===== config.mk =====
export PLATFORM = sky130hd
export DESIGN_NAME = gainctl_top
export DESIGN_NICKNAME = d
export VERILOG_FILES = /design/src/rtl/gainctl_pkg.sv /design/src/rtl/gainctl_sync.sv /design/src/rtl/gainctl_regs.sv /design/src/rtl/gainctl_tapdec.sv /design/src/rtl/gainctl_top.sv
export SDC_FILE = /design/constraint.sdc
export NUM_CORES = 1
export LEC_CHECK = 0
export CAP_MARGIN = 0
export CELL_PAD_IN_SITES_DETAIL_PLACEMENT = 1
export CELL_PAD_IN_SITES_GLOBAL_PLACEMENT = 1
export CORE_MARGIN = 4
export CORE_UTILIZATION = 37
export DETAILED_ROUTE_END_ITERATION = 10
export PLACE_DENSITY = 0.83
export SLEW_MARGIN = 40
export SYNTH_ARGS = -nofsm -noshare
export SYNTH_HDL_FRONTEND = slang
export SYNTH_SLANG_ARGS = --single-unit

===== constraint.sdc =====
create_clock -name clk -period 3.05 [get_ports clk]
set_input_delay 0.61 -clock clk [delete_from_list [all_inputs] [get_ports clk]]
set_output_delay 0.61 -clock clk [all_outputs]
set_load 0.005 [all_outputs]

===== src/rtl/gainctl_pkg.sv =====
package gainctl_pkg;
    localparam int CODE_W = 4;
    localparam int TAPS   = 1 << CODE_W;
    localparam int BUS_W  = 2 * CODE_W + 1;

    typedef struct packed {
        logic              atten;
        logic [CODE_W-1:0] coarse;
        logic [CODE_W-1:0] fine;
    } gain_word_t;

    typedef struct packed {
        gain_word_t gain;
        logic       pdn;
    } ctl_state_t;

    function automatic logic [TAPS-1:0] tap_onehot(input logic [CODE_W-1:0] code);
        return TAPS'(1) << code;
    endfunction
endpackage


===== src/rtl/gainctl_sync.sv =====
module gainctl_sync #(
    parameter int STAGES = 2
) (
    input  logic clk,
    input  logic rst,
    input  logic wr_strobe,
    input  logic cs_n,
    input  logic addr,
    output logic wr_fire,
    output logic addr_s
);
    localparam int TOP = STAGES - 1;

    logic [STAGES-1:0] wr_q, cs_q, ad_q;
    logic              wr_last;

    always_ff @(posedge clk) begin
        if (rst) begin
            wr_q    <= '0;
            cs_q    <= '1;
            ad_q    <= '0;
            wr_last <= 1'b0;
        end else begin
            wr_q    <= {wr_q[STAGES-2:0], wr_strobe};
            cs_q    <= {cs_q[STAGES-2:0], cs_n};
            ad_q    <= {ad_q[STAGES-2:0], addr};
            wr_last <= wr_q[TOP];
        end
    end

    assign wr_fire = wr_q[TOP] & ~wr_last & ~cs_q[TOP];
    assign addr_s  = ad_q[TOP];

    // an accepted write needs a low strobe before it, so two never come back to back
    p_fire_spaced_r4: assert property (@(posedge clk) disable iff (rst)
        wr_fire |=> !wr_fire);
endmodule


===== src/rtl/gainctl_regs.sv =====
module gainctl_regs
    import gainctl_pkg::*;
#(
    parameter bit NINE_BIT = 1'b0
) (
    input  logic             clk,
    input  logic             rst,
    input  logic             wr_fire,
    input  logic             addr_s,
    input  logic [BUS_W-1:0] bus_data,
    output ctl_state_t       st,
    output logic             loaded
);
    generate
        if (NINE_BIT) begin : g_wide
            always_ff @(posedge clk) begin
                if (rst)          st <= '0;
                else if (wr_fire) st <= {bus_data, 1'b0};
            end
        end else begin : g_narrow
            always_ff @(posedge clk) begin
                if (rst) begin
                    st <= '0;
                end else if (wr_fire) begin
                    if (!addr_s) begin
                        st.gain.atten           <= bus_data[BUS_W-1];
                        st.gain.coarse          <= bus_data[BUS_W-2 -: CODE_W];
                        st.gain.fine[CODE_W-1:1] <= bus_data[CODE_W-1:1];
                    end else begin
                        st.pdn          <= bus_data[2];
                        st.gain.fine[0] <= bus_data[1];
                    end
                end
            end

            // an address-1 write leaves direction and coarse code alone
            p_addr1_keeps_r2: assert property (@(posedge clk) disable iff (rst)
                (wr_fire && addr_s) |=> ($stable(st.gain.coarse) && $stable(st.gain.atten)));
            // an address-0 write leaves power-down alone
            p_addr0_keeps_r1: assert property (@(posedge clk) disable iff (rst)
                (wr_fire && !addr_s) |=> $stable(st.pdn));
        end
    endgenerate

    always_ff @(posedge clk) begin
        if (rst) loaded <= 1'b0;
        else     loaded <= wr_fire;
    end

    // without an accepted write the stored setting holds
    p_hold_idle_r4: assert property (@(posedge clk) disable iff (rst)
        !wr_fire |=> $stable(st));
endmodule


===== src/rtl/gainctl_tapdec.sv =====
module gainctl_tapdec
    import gainctl_pkg::*;
(
    input  logic            clk,
    input  logic            rst,
    input  ctl_state_t      st,
    input  logic            loaded,
    output logic [TAPS-1:0] coarse_tap,
    output logic [TAPS-1:0] fine_tap,
    output logic            atten_sel,
    output logic            analog_en,
    output logic            out_hiz,
    output logic            upd_pulse
);
    localparam int BANKS = 2;

    logic [CODE_W-1:0] codes  [BANKS];
    logic [TAPS-1:0]   taps_q [BANKS];

    assign codes[0] = st.gain.coarse;
    assign codes[1] = st.gain.fine;

    for (genvar b = 0; b < BANKS; b++) begin : g_bank
        always_ff @(posedge clk) begin
            if (rst) taps_q[b] <= TAPS'(1);
            else     taps_q[b] <= tap_onehot(codes[b]);
        end
    end

    always_ff @(posedge clk) begin
        if (rst) begin
            atten_sel <= 1'b0;
            analog_en <= 1'b1;
            out_hiz   <= 1'b0;
            upd_pulse <= 1'b0;
        end else begin
            atten_sel <= st.gain.atten;
            analog_en <= ~st.pdn;
            out_hiz   <= st.pdn;
            upd_pulse <= loaded;
        end
    end

    assign coarse_tap = taps_q[0];
    assign fine_tap   = taps_q[1];

    // each tap vector carries exactly one set bit
    p_coarse_onehot_r6: assert property (@(posedge clk) disable iff (rst)
        $countones(coarse_tap) == 1);
    p_fine_onehot_r6: assert property (@(posedge clk) disable iff (rst)
        $countones(fine_tap) == 1);
    // outputs move only in the cycle the update pulse is shown
    p_quiet_between_r9: assert property (@(posedge clk) disable iff (rst)
        !upd_pulse |-> ($stable(coarse_tap) && $stable(fine_tap) &&
                        $stable(atten_sel) && $stable(out_hiz)));
    // the update pulse lasts one cycle
    p_pulse_single_r9: assert property (@(posedge clk) disable iff (rst)
        upd_pulse |=> !upd_pulse);
endmodule


===== src/rtl/gainctl_top.sv =====
module gainctl_top
    import gainctl_pkg::*;
#(
    parameter bit BUS_NINE    = 1'b0,
    parameter int SYNC_STAGES = 2
) (
    input  logic             clk,
    input  logic             rst,
    input  logic             wr_strobe,
    input  logic             cs_n,
    input  logic             addr,
    input  logic [BUS_W-1:0] bus_data,
    output logic [TAPS-1:0]  coarse_tap,
    output logic [TAPS-1:0]  fine_tap,
    output logic             atten_sel,
    output logic             analog_en,
    output logic             out_hiz,
    output logic             upd_pulse
);
    logic       wr_fire;
    logic       addr_s;
    logic       loaded;
    ctl_state_t st;

    gainctl_sync #(.STAGES(SYNC_STAGES)) u_sync (
        .clk(clk), .rst(rst), .wr_strobe(wr_strobe), .cs_n(cs_n), .addr(addr),
        .wr_fire(wr_fire), .addr_s(addr_s)
    );

    gainctl_regs #(.NINE_BIT(BUS_NINE)) u_regs (
        .clk(clk), .rst(rst), .wr_fire(wr_fire), .addr_s(addr_s),
        .bus_data(bus_data), .st(st), .loaded(loaded)
    );

    gainctl_tapdec u_dec (
        .clk(clk), .rst(rst), .st(st), .loaded(loaded),
        .coarse_tap(coarse_tap), .fine_tap(fine_tap), .atten_sel(atten_sel),
        .analog_en(analog_en), .out_hiz(out_hiz), .upd_pulse(upd_pulse)
    );

    // enable and tristate control always disagree
    p_pd_pair_r7: assert property (@(posedge clk) disable iff (rst)
        analog_en != out_hiz);
endmodule


### Word level (Yosys, flattened, before mapping)

Memory sizes are Yosys's and may differ from the RTL's.
Cells that the tools add are included.

* flip-flop bits (word level): 22
* bits in latches: 0
* bits in writable memories: 32
* memory bits (read-only): 0
* word-level logic and storage cells: 32
* memories kept: 1

* add/sub/neg operators: 0
* multiply operators: 0
* div/mod/pow operators: 0
* $lt $le $gt $ge: 0
* equality and inequality tests: 0
* shift-type cells: 2
* mux-type cells: 5
* bitwise gates (word level): 8
* reduce and logical (&&, ||, !) cells: 2

Memories
* u_dec.taps_q: words 2, width 16, read ports 2, clocked after Yosys merged registers in 0, wr ports 2, line gainctl_tapdec.sv:18 `logic [TAPS-1:0] taps_q [BANKS];`

Operators with widths (count)
* $mux W16: 2
* $shl A1 B4 Y16 const A: 2
* $not A1 Y1: 4
* $reduce_and A2 Y1: 2
* $mux W1: 3
* $and A1 B1 Y1: 2
* $or A1 B1 Y1: 2

### Depth between registers and ports, before layout

Gate-level depths: netlist of the first run.

* word-level depth: 4
* gate-level depth with buffers: 3
* mapped depth without buffers: 2

### Modules after synthesis

A second synthesis of the first run with hierarchy kept.

* cell total of the unflattened synthesis: 147
* area total of the unflattened synthesis: 1662.8 um2

By module, submodules not included
* gainctl_tapdec: instances 1, cells an instance 88, area an instance 1011.0 um2, sequential area each 720.7 um2
* gainctl_regs: instances 1, cells an instance 44, area an instance 460.4 um2, sequential area each 220.2 um2
* gainctl_sync: instances 1, cells an instance 15, area an instance 191.4 um2, sequential area each 140.1 um2

### Worst setup path after synthesis of the first run

No wires, ideal clock.

* path type: register -> register
* from: register u_sync.wr_last
* to: register u_regs.st[9] (netlist name)
* setup time: 121 ps
* arrival time: 1147 ps
* required time: 2929 ps
* slack: 1781 ps
* cell stages (with the launch flop): 3
* buffers on the path: 0
* path through: dfxtp_1 > nor4b_4 > mux2_4

* word-level cells in the longest chain between the ends: 4

RTL lines
* start, declared: line gainctl_sync.sv:15 `logic wr_last;`
* start signal, assigned: line gainctl_sync.sv:27 `wr_last <= wr_q[TOP];`
* $not A1 Y1: line gainctl_sync.sv:31 `assign wr_fire = wr_q[TOP] & ~wr_last & ~cs_q[TOP];`
* $and A1 B1 Y1 (2 in series): line gainctl_sync.sv:31
* $reduce_and A2 Y1 (no source line)

Every way passes these cells.
A chain may end at the register's enable or synchronous reset.

==> reports/metrics.csv, run 1 <==
metric,value,unit
worst-skew pair later-pin latency,0.31,ns
wire per inst,14.7,um
DRT Pass-1 Iters,4,
dominant cell type by area after synthesis,dfxtp_1,
slew margin rel.,0.598,
first-pass GRT wire length,6220,um
I/O pins,50,
final net count,212,
Crit. Startpoint,u_dec.taps_q[1][4]$_SDFF_PP0_,
CP Buf/Inv Count,1,
CP startpoint kind,register,
Worst R2R Setup Slack,1.64,ns
initial core utilization,0.380,
"Avg Cell Area, Syn",11.4,um2
CTS tree,built,
global placement routability congestion,0.684,
DR vias,1154,
H-tree Lvls,2,
synthesis-stage register bit count,54,
Worst EP required,2.44,ns
Finished Layout Cells,251,
clock buffer depth,2,
final worst-path cycle share,0.579,
crit-path cells,clkdlybuf4s50_1,
cts-stage hold buffer count,0,
final setup violation count,0,
layout cells sized above 1,0.0854,
status,"complete, no violations",
Yosys cell types,19,
core area,4350,um2
Synth top area share,0.653,
FP Rows,24,
Final Skew,0.00413,ns
worst hold path class,reg2reg,
CP endpoint kind,output port,
DRC violations left,0,
Critical Path AT,1.16,ns
Synth Instances,145,
CP max stage delay,0.52,ns
GRT Overall Usage,0.151,
total die area,5610,um2
post-route ant nets,0,
final hold violations,0,
setup TNS,0,ns
Crit Reg-Reg Startpoint,u_sync.wr_last$_SDFF_PP0_,
ranking of synthesized cells by area,"dfxtp_1 (65%), nand2b_1 (7.6%), mux2i_1 (5.4%), nor2_1 (5.4%), nor2b_1 (3.0%)",
Synth-to-Final Area Change,38.2,%
fin crit period,1.77,ns
critical path class,reg2out,
R2R depth,2,
mapped cell area,1660,um2
HPWL Detailed,2900,um
CP top delay family,buffers and inverters,
unrepaired setup endpoints after global routing,false,
number of global-route vias before repair,1236,
final WL,3700,um
pwr dens,505,nW/um2
leakage,0.827,nW
crit-path max FO,1,
setup bufs post-CTS,0,
Via-to-Cell Ratio,4.60,
post-CTS sizing,0,
max-slew violations,0,
CTS clock-pin slew for the worst setup and hold paths,0.09,ns
Detailed Route Iter0 Violations,43,
# diodes,0,
CTS Buf Count,5,
Max Freq,566,MHz
Ys Warns,0,
number of I/O port buffers,48,
Worst setup endpoint,fine_tap[4],
"Net Count, Synth",159,
post-synthesis sequential area ratio,0.653,
Crit. path cell count,1,
Max-Cap Viols,0,
pin count of the biggest net entering global routing,26,
initial antenna violation count,0,
slowest CP cell,clkdlybuf4s50_1,
root buf cell,clkbuf_8,
total grt overflow,0,
die width,74.9,um
Reg-to-Reg End,u_regs.st[9]$_SDFFE_PP0P_,
Sink Count,54,
"number of placed instances, taps included",243,
Die Y,74.9,um
VDD IR max,0.367,mV
worst slew pin tran,0.601,ns
[stage by stage]
step            util  worst slack (ns)  power (W)  instance area (um2)  hold slack, ns
2_1_floorplan      -              1.78   0.000748                 1660           0.389
3_3_place_gp   0.505              1.03   0.000769                 2200           0.392
3_5_place_dp   0.505             0.972   0.000771                 2200           0.405
4_1_cts        0.526              1.26    0.00117                 2290           0.426
5_1_grt        0.526              1.22    0.00121                 2290           0.438
6_report       0.526              1.28    0.00115                 2290           0.421
[where the power goes]
part | total (W) | internal, W | switching [W] | leakage, nW
registers | 0.000714 | 0.000710 | 0.00000410 | 0.436
logic | 0.0000400 | 0.0000259 | 0.0000141 | 0.343
clock network | 0.000401 | 0.000183 | 0.000217 | 0.0482
total | 0.00115 | 0.000919 | 0.000235 | 0.827
[placed cells by master (no fill, tap or decap), drive strengths merged]
cell and count:
nor2b 8, or3b 4, clkinv 1, buf 1, nand2 2, nor3 6
mux2i 9, nor2 24, or4b 1, nor4b 2, clkbuf 7, mux2 1
or3 2, or2 2, clkdlybuf4s50 48, inv 2, and4bb 1, nand3b 2
nand2b 20, o41ai 2, dfxtp 54
[worst min path at each step]
| stage | from | end | slack [ns] | cells past startpoint |
|---|---|---|---|---|
| 2_1_floorplan | u_sync.cs_q[0]$_SDFF_PP1_ | u_sync.cs_q[1]$_SDFF_PP1_ | 0.39 | 1 |
| 3_3_place_gp | u_sync.cs_q[0]$_SDFF_PP1_ | u_sync.cs_q[1]$_SDFF_PP1_ | 0.39 | 1 |
| 3_5_place_dp | u_sync.cs_q[0]$_SDFF_PP1_ | u_sync.cs_q[1]$_SDFF_PP1_ | 0.40 | 1 |
| 4_1_cts | u_sync.cs_q[0]$_SDFF_PP1_ | u_sync.cs_q[1]$_SDFF_PP1_ | 0.43 | 1 |
| 5_1_grt | u_sync.cs_q[0]$_SDFF_PP1_ | u_sync.cs_q[1]$_SDFF_PP1_ | 0.44 | 1 |
| 6_report | u_sync.cs_q[0]$_SDFF_PP1_ | u_sync.cs_q[1]$_SDFF_PP1_ | 0.42 | 1 |
[cell usage after synthesis]
| master | count |
|---|---|
| mux2i_1 | 9 |
| nand2_1 | 2 |
| inv_1 | 2 |
| nor4b_4 | 1 |
| dfxtp_1 | 54 |
| o41ai_1 | 2 |
| and4bb_2 | 1 |
| nor2b_1 | 8 |
| or3b_2 | 4 |
| or2_2 | 2 |
| nor2_1 | 24 |
| nand3b_1 | 2 |
| or3_1 | 2 |
| nor4b_1 | 1 |
| mux2_4 | 1 |
| clkbuf_1 | 3 |
| nand2b_1 | 20 |
| or4b_1 | 1 |
| nor3_1 | 6 |
[state kept, by name (all words and copies together) (netlist names)]
name and cells:
u_dec.taps_q 32, u_regs.st 10, u_sync.ad_q 2, u_sync.cs_q 2
u_sync.wr_q 2, u_dec.analog_en 1, u_dec.atten_sel 1, u_dec.out_hiz 1
u_dec.upd_pulse 1, u_regs.loaded 1, u_sync.wr_last 1
[metal layers]
metal / routed length (um) / part of all wire / GRT usage / up-vias
met5: 0 / 0 / 0 / -
met4: 54 / 0.015 / 0.0534 / 0
met3: 217 / 0.059 / 0.0547 / 7
met2: 2080 / 0.56 / 0.278 / 31
met1: 1340 / 0.36 / 0.157 / 538
li1: - / - / - / 578
[cells by family (layout without fill, tap and decap cells)]
logic type / Yosys count / after routing / synth area share
multiplexers: 10 / 10 / 0.0635
buffers and inverters: 5 / 59 / 0.0113
flip-flops: 54 / 54 / 0.653
AO/OA/AOI/OAI: 2 / 2 / 0.0106
AND/OR/NAND/NOR: 74 / 74 / 0.262
[cell type report]
class	instances	area (um2)
fill	480	2070
sequential	54	1080
multi-input combinational	86	556
timing repair buffer	49	488
clock buffer	7	86.3
tap	52	65.1
inverter	2	7.51
clock inverter	1	5.00
Power figures use the tool's default switching activity.
==> run 2: changes to the inputs <==
--- a/config.mk
+++ b/config.mk
@@ -9,9 +9,9 @@
 export CELL_PAD_IN_SITES_DETAIL_PLACEMENT = 1
 export CELL_PAD_IN_SITES_GLOBAL_PLACEMENT = 1
 export CORE_MARGIN = 4
-export CORE_UTILIZATION = 37
+export CORE_UTILIZATION = 35
 export DETAILED_ROUTE_END_ITERATION = 10
-export PLACE_DENSITY = 0.83
+export PLACE_DENSITY = 0.8
 export SLEW_MARGIN = 40
 export SYNTH_ARGS = -nofsm -noshare
 export SYNTH_HDL_FRONTEND = slang
==> constraint.sdc (replaced) <==
create_clock -name clk -period 1.76 [get_ports clk]
set_input_delay 0.352 -clock clk [delete_from_list [all_inputs] [get_ports clk]]
set_output_delay 0.352 -clock clk [all_outputs]
set_load 0.005 [all_outputs]
==> run 2 against run 1 <==
Against the previous run: final cell count increased by 0.80%; flip-flop and latch count unchanged; critical path depth unchanged; final area increased by 0.66%; via count increased by 1.6%; sequential share of layout area decreased by 0.31 points; count of clock-buffer cells in the layout unchanged; sequential power increased by 74%; core utilization decreased by 1.1 points; clock power increased by 70%; largest power group unchanged; highest routed layer unchanged.
==> reports/metrics.csv, run 2 (synthesis gave the netlist of run 1 again) <==
metric,value,unit,change
worst hold path class,reg2reg,,
Synth-to-Final Area Change,39.2,%,
initial core utilization,0.370,,-0.0102
CP max stage delay,0.52,ns,about the same
H-tree Lvls,2,,unchanged
final worst-path cycle share,0.849,,
core area,4470,um2,+2.8%
CTS clock-pin slew for the worst setup and hold paths,0.09,ns,about the same
pwr dens,864,nW/um2,+71%
status,"complete, no violations",,
Worst R2R Setup Slack,0.53,ns,-1.11 ns
VDD IR max,0.410,mV,+12%
setup TNS,0,ns,unchanged
R2R depth,2,,unchanged
Reg-to-Reg End,u_regs.st[2]$_SDFFE_PP0P_,,
"Most flops, register",u_dec.taps_q,,
post-CTS sizing,0,,unchanged
clock buffer depth,2,,unchanged
Die Y,76.8,um,+2.5%
wire per inst,13.7,um,-7.3%
crit-path cells,clkdlybuf4s50_1,,
number of I/O port buffers,48,,unchanged
Worst EP required,1.41,ns,-1.03 ns
DRC violations left,0,,unchanged
global placement routability congestion,0.692,,+1.2%
worst slew pin tran,0.253,ns,-0.348 ns
number of global-route vias before repair,1254,,+1.5%
CP endpoint kind,output port,,
CTS Buf Count,5,,unchanged
I/O pins,50,,unchanged
root buf cell,clkbuf_8,,
DR vias,1173,,+1.6%
CP Buf/Inv Count,1,,unchanged
Critical Path AT,1.14,ns,-0.02 ns
end of the worst hold path,u_sync.cs_q[1]$_SDFF_PP1_,,
Max Freq,669,MHz,
HP Start,u_sync.cs_q[0]$_SDFF_PP1_,,
die width,76.8,um,+2.5%
initial antenna violation count,0,,unchanged
CP top delay family,buffers and inverters,,
crit-path max FO,1,,unchanged
register area,1080,um2,unchanged
Layout fillers,478,,-0.42%
Max-Cap Viols,0,,unchanged
most frequent cells in the layout,"dfxtp_1 (54), clkdlybuf4s50_1 (48), nor2_1 (24)",,
cts-stage hold buffer count,0,,unchanged
total grt overflow,0,,unchanged
layout cells sized above 1,0.0945,,+0.00910
# diodes,0,,unchanged
first-pass GRT wire length,5890,um,-5.3%
final hold violations,0,,unchanged
unrepaired setup endpoints after global routing,false,,
final setup violation count,0,,unchanged
"commonest non-fill, non-tap cell in the layout",dfxtp_1,,
Sink Count,54,,unchanged
pin count of the biggest net entering global routing,25,,-3.8%
FP Rows,24,,unchanged
Final Skew,0.00597,ns,+0.00184 ns
HPWL Detailed,2730,um,-5.8%
Via-to-Cell Ratio,4.64,,+0.84%
slowest CP cell,clkdlybuf4s50_1,,
total die area,5890,um2,+5.1%
largest registers,"u_dec.taps_q (32), u_regs.st (10)",,
fin crit period,1.50,ns,
DRT Pass-1 Iters,4,,unchanged
Crit Reg-Reg Startpoint,u_sync.wr_last$_SDFF_PP0_,,
hold path depth,1,,unchanged
post-route ant nets,0,,unchanged
final net count,214,,+0.94%
Tot Pwr,0.00199,W,+72%
critical path class,reg2out,,
worst-skew pair later-pin latency,0.30,ns,about the same
Largest register FFs,32,,unchanged
slew margin rel.,0.829,,+0.232
CTS tree,built,,
leakage,0.838,nW,+1.2%
setup bufs post-CTS,0,,unchanged
area of the multi-input gates,556,um2,unchanged
GRT Overall Usage,0.128,,-0.0232
final WL,3450,um,-6.5%
CP startpoint kind,register,,
max-slew violations,0,,unchanged
Detailed Route Iter0 Violations,26,,-40%
## run 2: cell types whose count changed in the layout (fill, tap and decap cells not counted)
cell   before  now
buf_4       1    3
## run 2: worst max path at each step
| stage | from | end | slack, ns | cells past startpoint |
|---|---|---|---|---|
| 2_1_floorplan | u_sync.wr_last$_SDFF_PP0_ | u_regs.st[9]$_SDFFE_PP0P_ | 0.49 | 2 |
| 4_1_cts | u_dec.taps_q[1][0]$_SDFF_PP1_ | fine_tap[0] | 0.24 | 1 |
| 3_3_place_gp | rst | u_regs.st[9]$_SDFFE_PP0P_ | 0.10 | 5 |
| 3_5_place_dp | rst | u_dec.taps_q[0][4]$_SDFF_PP0_ | 0.06 | 4 |
| 6_report | u_dec.taps_q[1][6]$_SDFF_PP0_ | fine_tap[6] | 0.26 | 1 |
| 5_1_grt | u_dec.taps_q[0][13]$_SDFF_PP0_ | coarse_tap[13] | 0.21 | 1 |
## run 2: per-stage QoR
stage | utilization | worst slack (ns) | hold WS [ns] | cell area (um2) | instances
detailed placement | 0.494 | 0.0553 | 0.410 | 2210 | 245
CTS | 0.515 | 0.238 | 0.430 | 2300 | 253
global placement | 0.494 | 0.101 | 0.393 | 2210 | 245
floorplan | - | 0.491 | 0.389 | 1660 | 145
global route | 0.515 | 0.208 | 0.446 | 2300 | 253
finish | 0.515 | 0.265 | 0.426 | 2300 | 253
## run 2: layout make-up
type,count,share of cell area
sequential,54,0.469
multi-input combinational,86,0.241
timing repair buffer,51,0.218
clock buffer,7,0.0375
tap,52,0.0282
inverter,2,0.00326
clock inverter,1,0.00217
## run 2: worst register-to-register path, delay by kind of cell (launching register included)
kind             cells  cell delay, ns
flip-flops           1            0.36
AND/OR/NAND/NOR      1            0.61
multiplexers         1            0.16
## run 2: power breakdown
group	switching (W)	internal, W
clock	0.000364	0.000318
sequential	0.00000714	0.00123
combinational	0.0000236	0.0000465
total	0.000395	0.00159
## run 2: layer usage
layer	vias to the layer above	track usage	share of wire	wire length, um
met2	32	0.228	0.53	1840
met1	556	0.136	0.40	1370
met3	3	0.0480	0.054	187
li1	582	-	-	-
met5	-	0	0	0
met4	0	0.0489	0.013	46
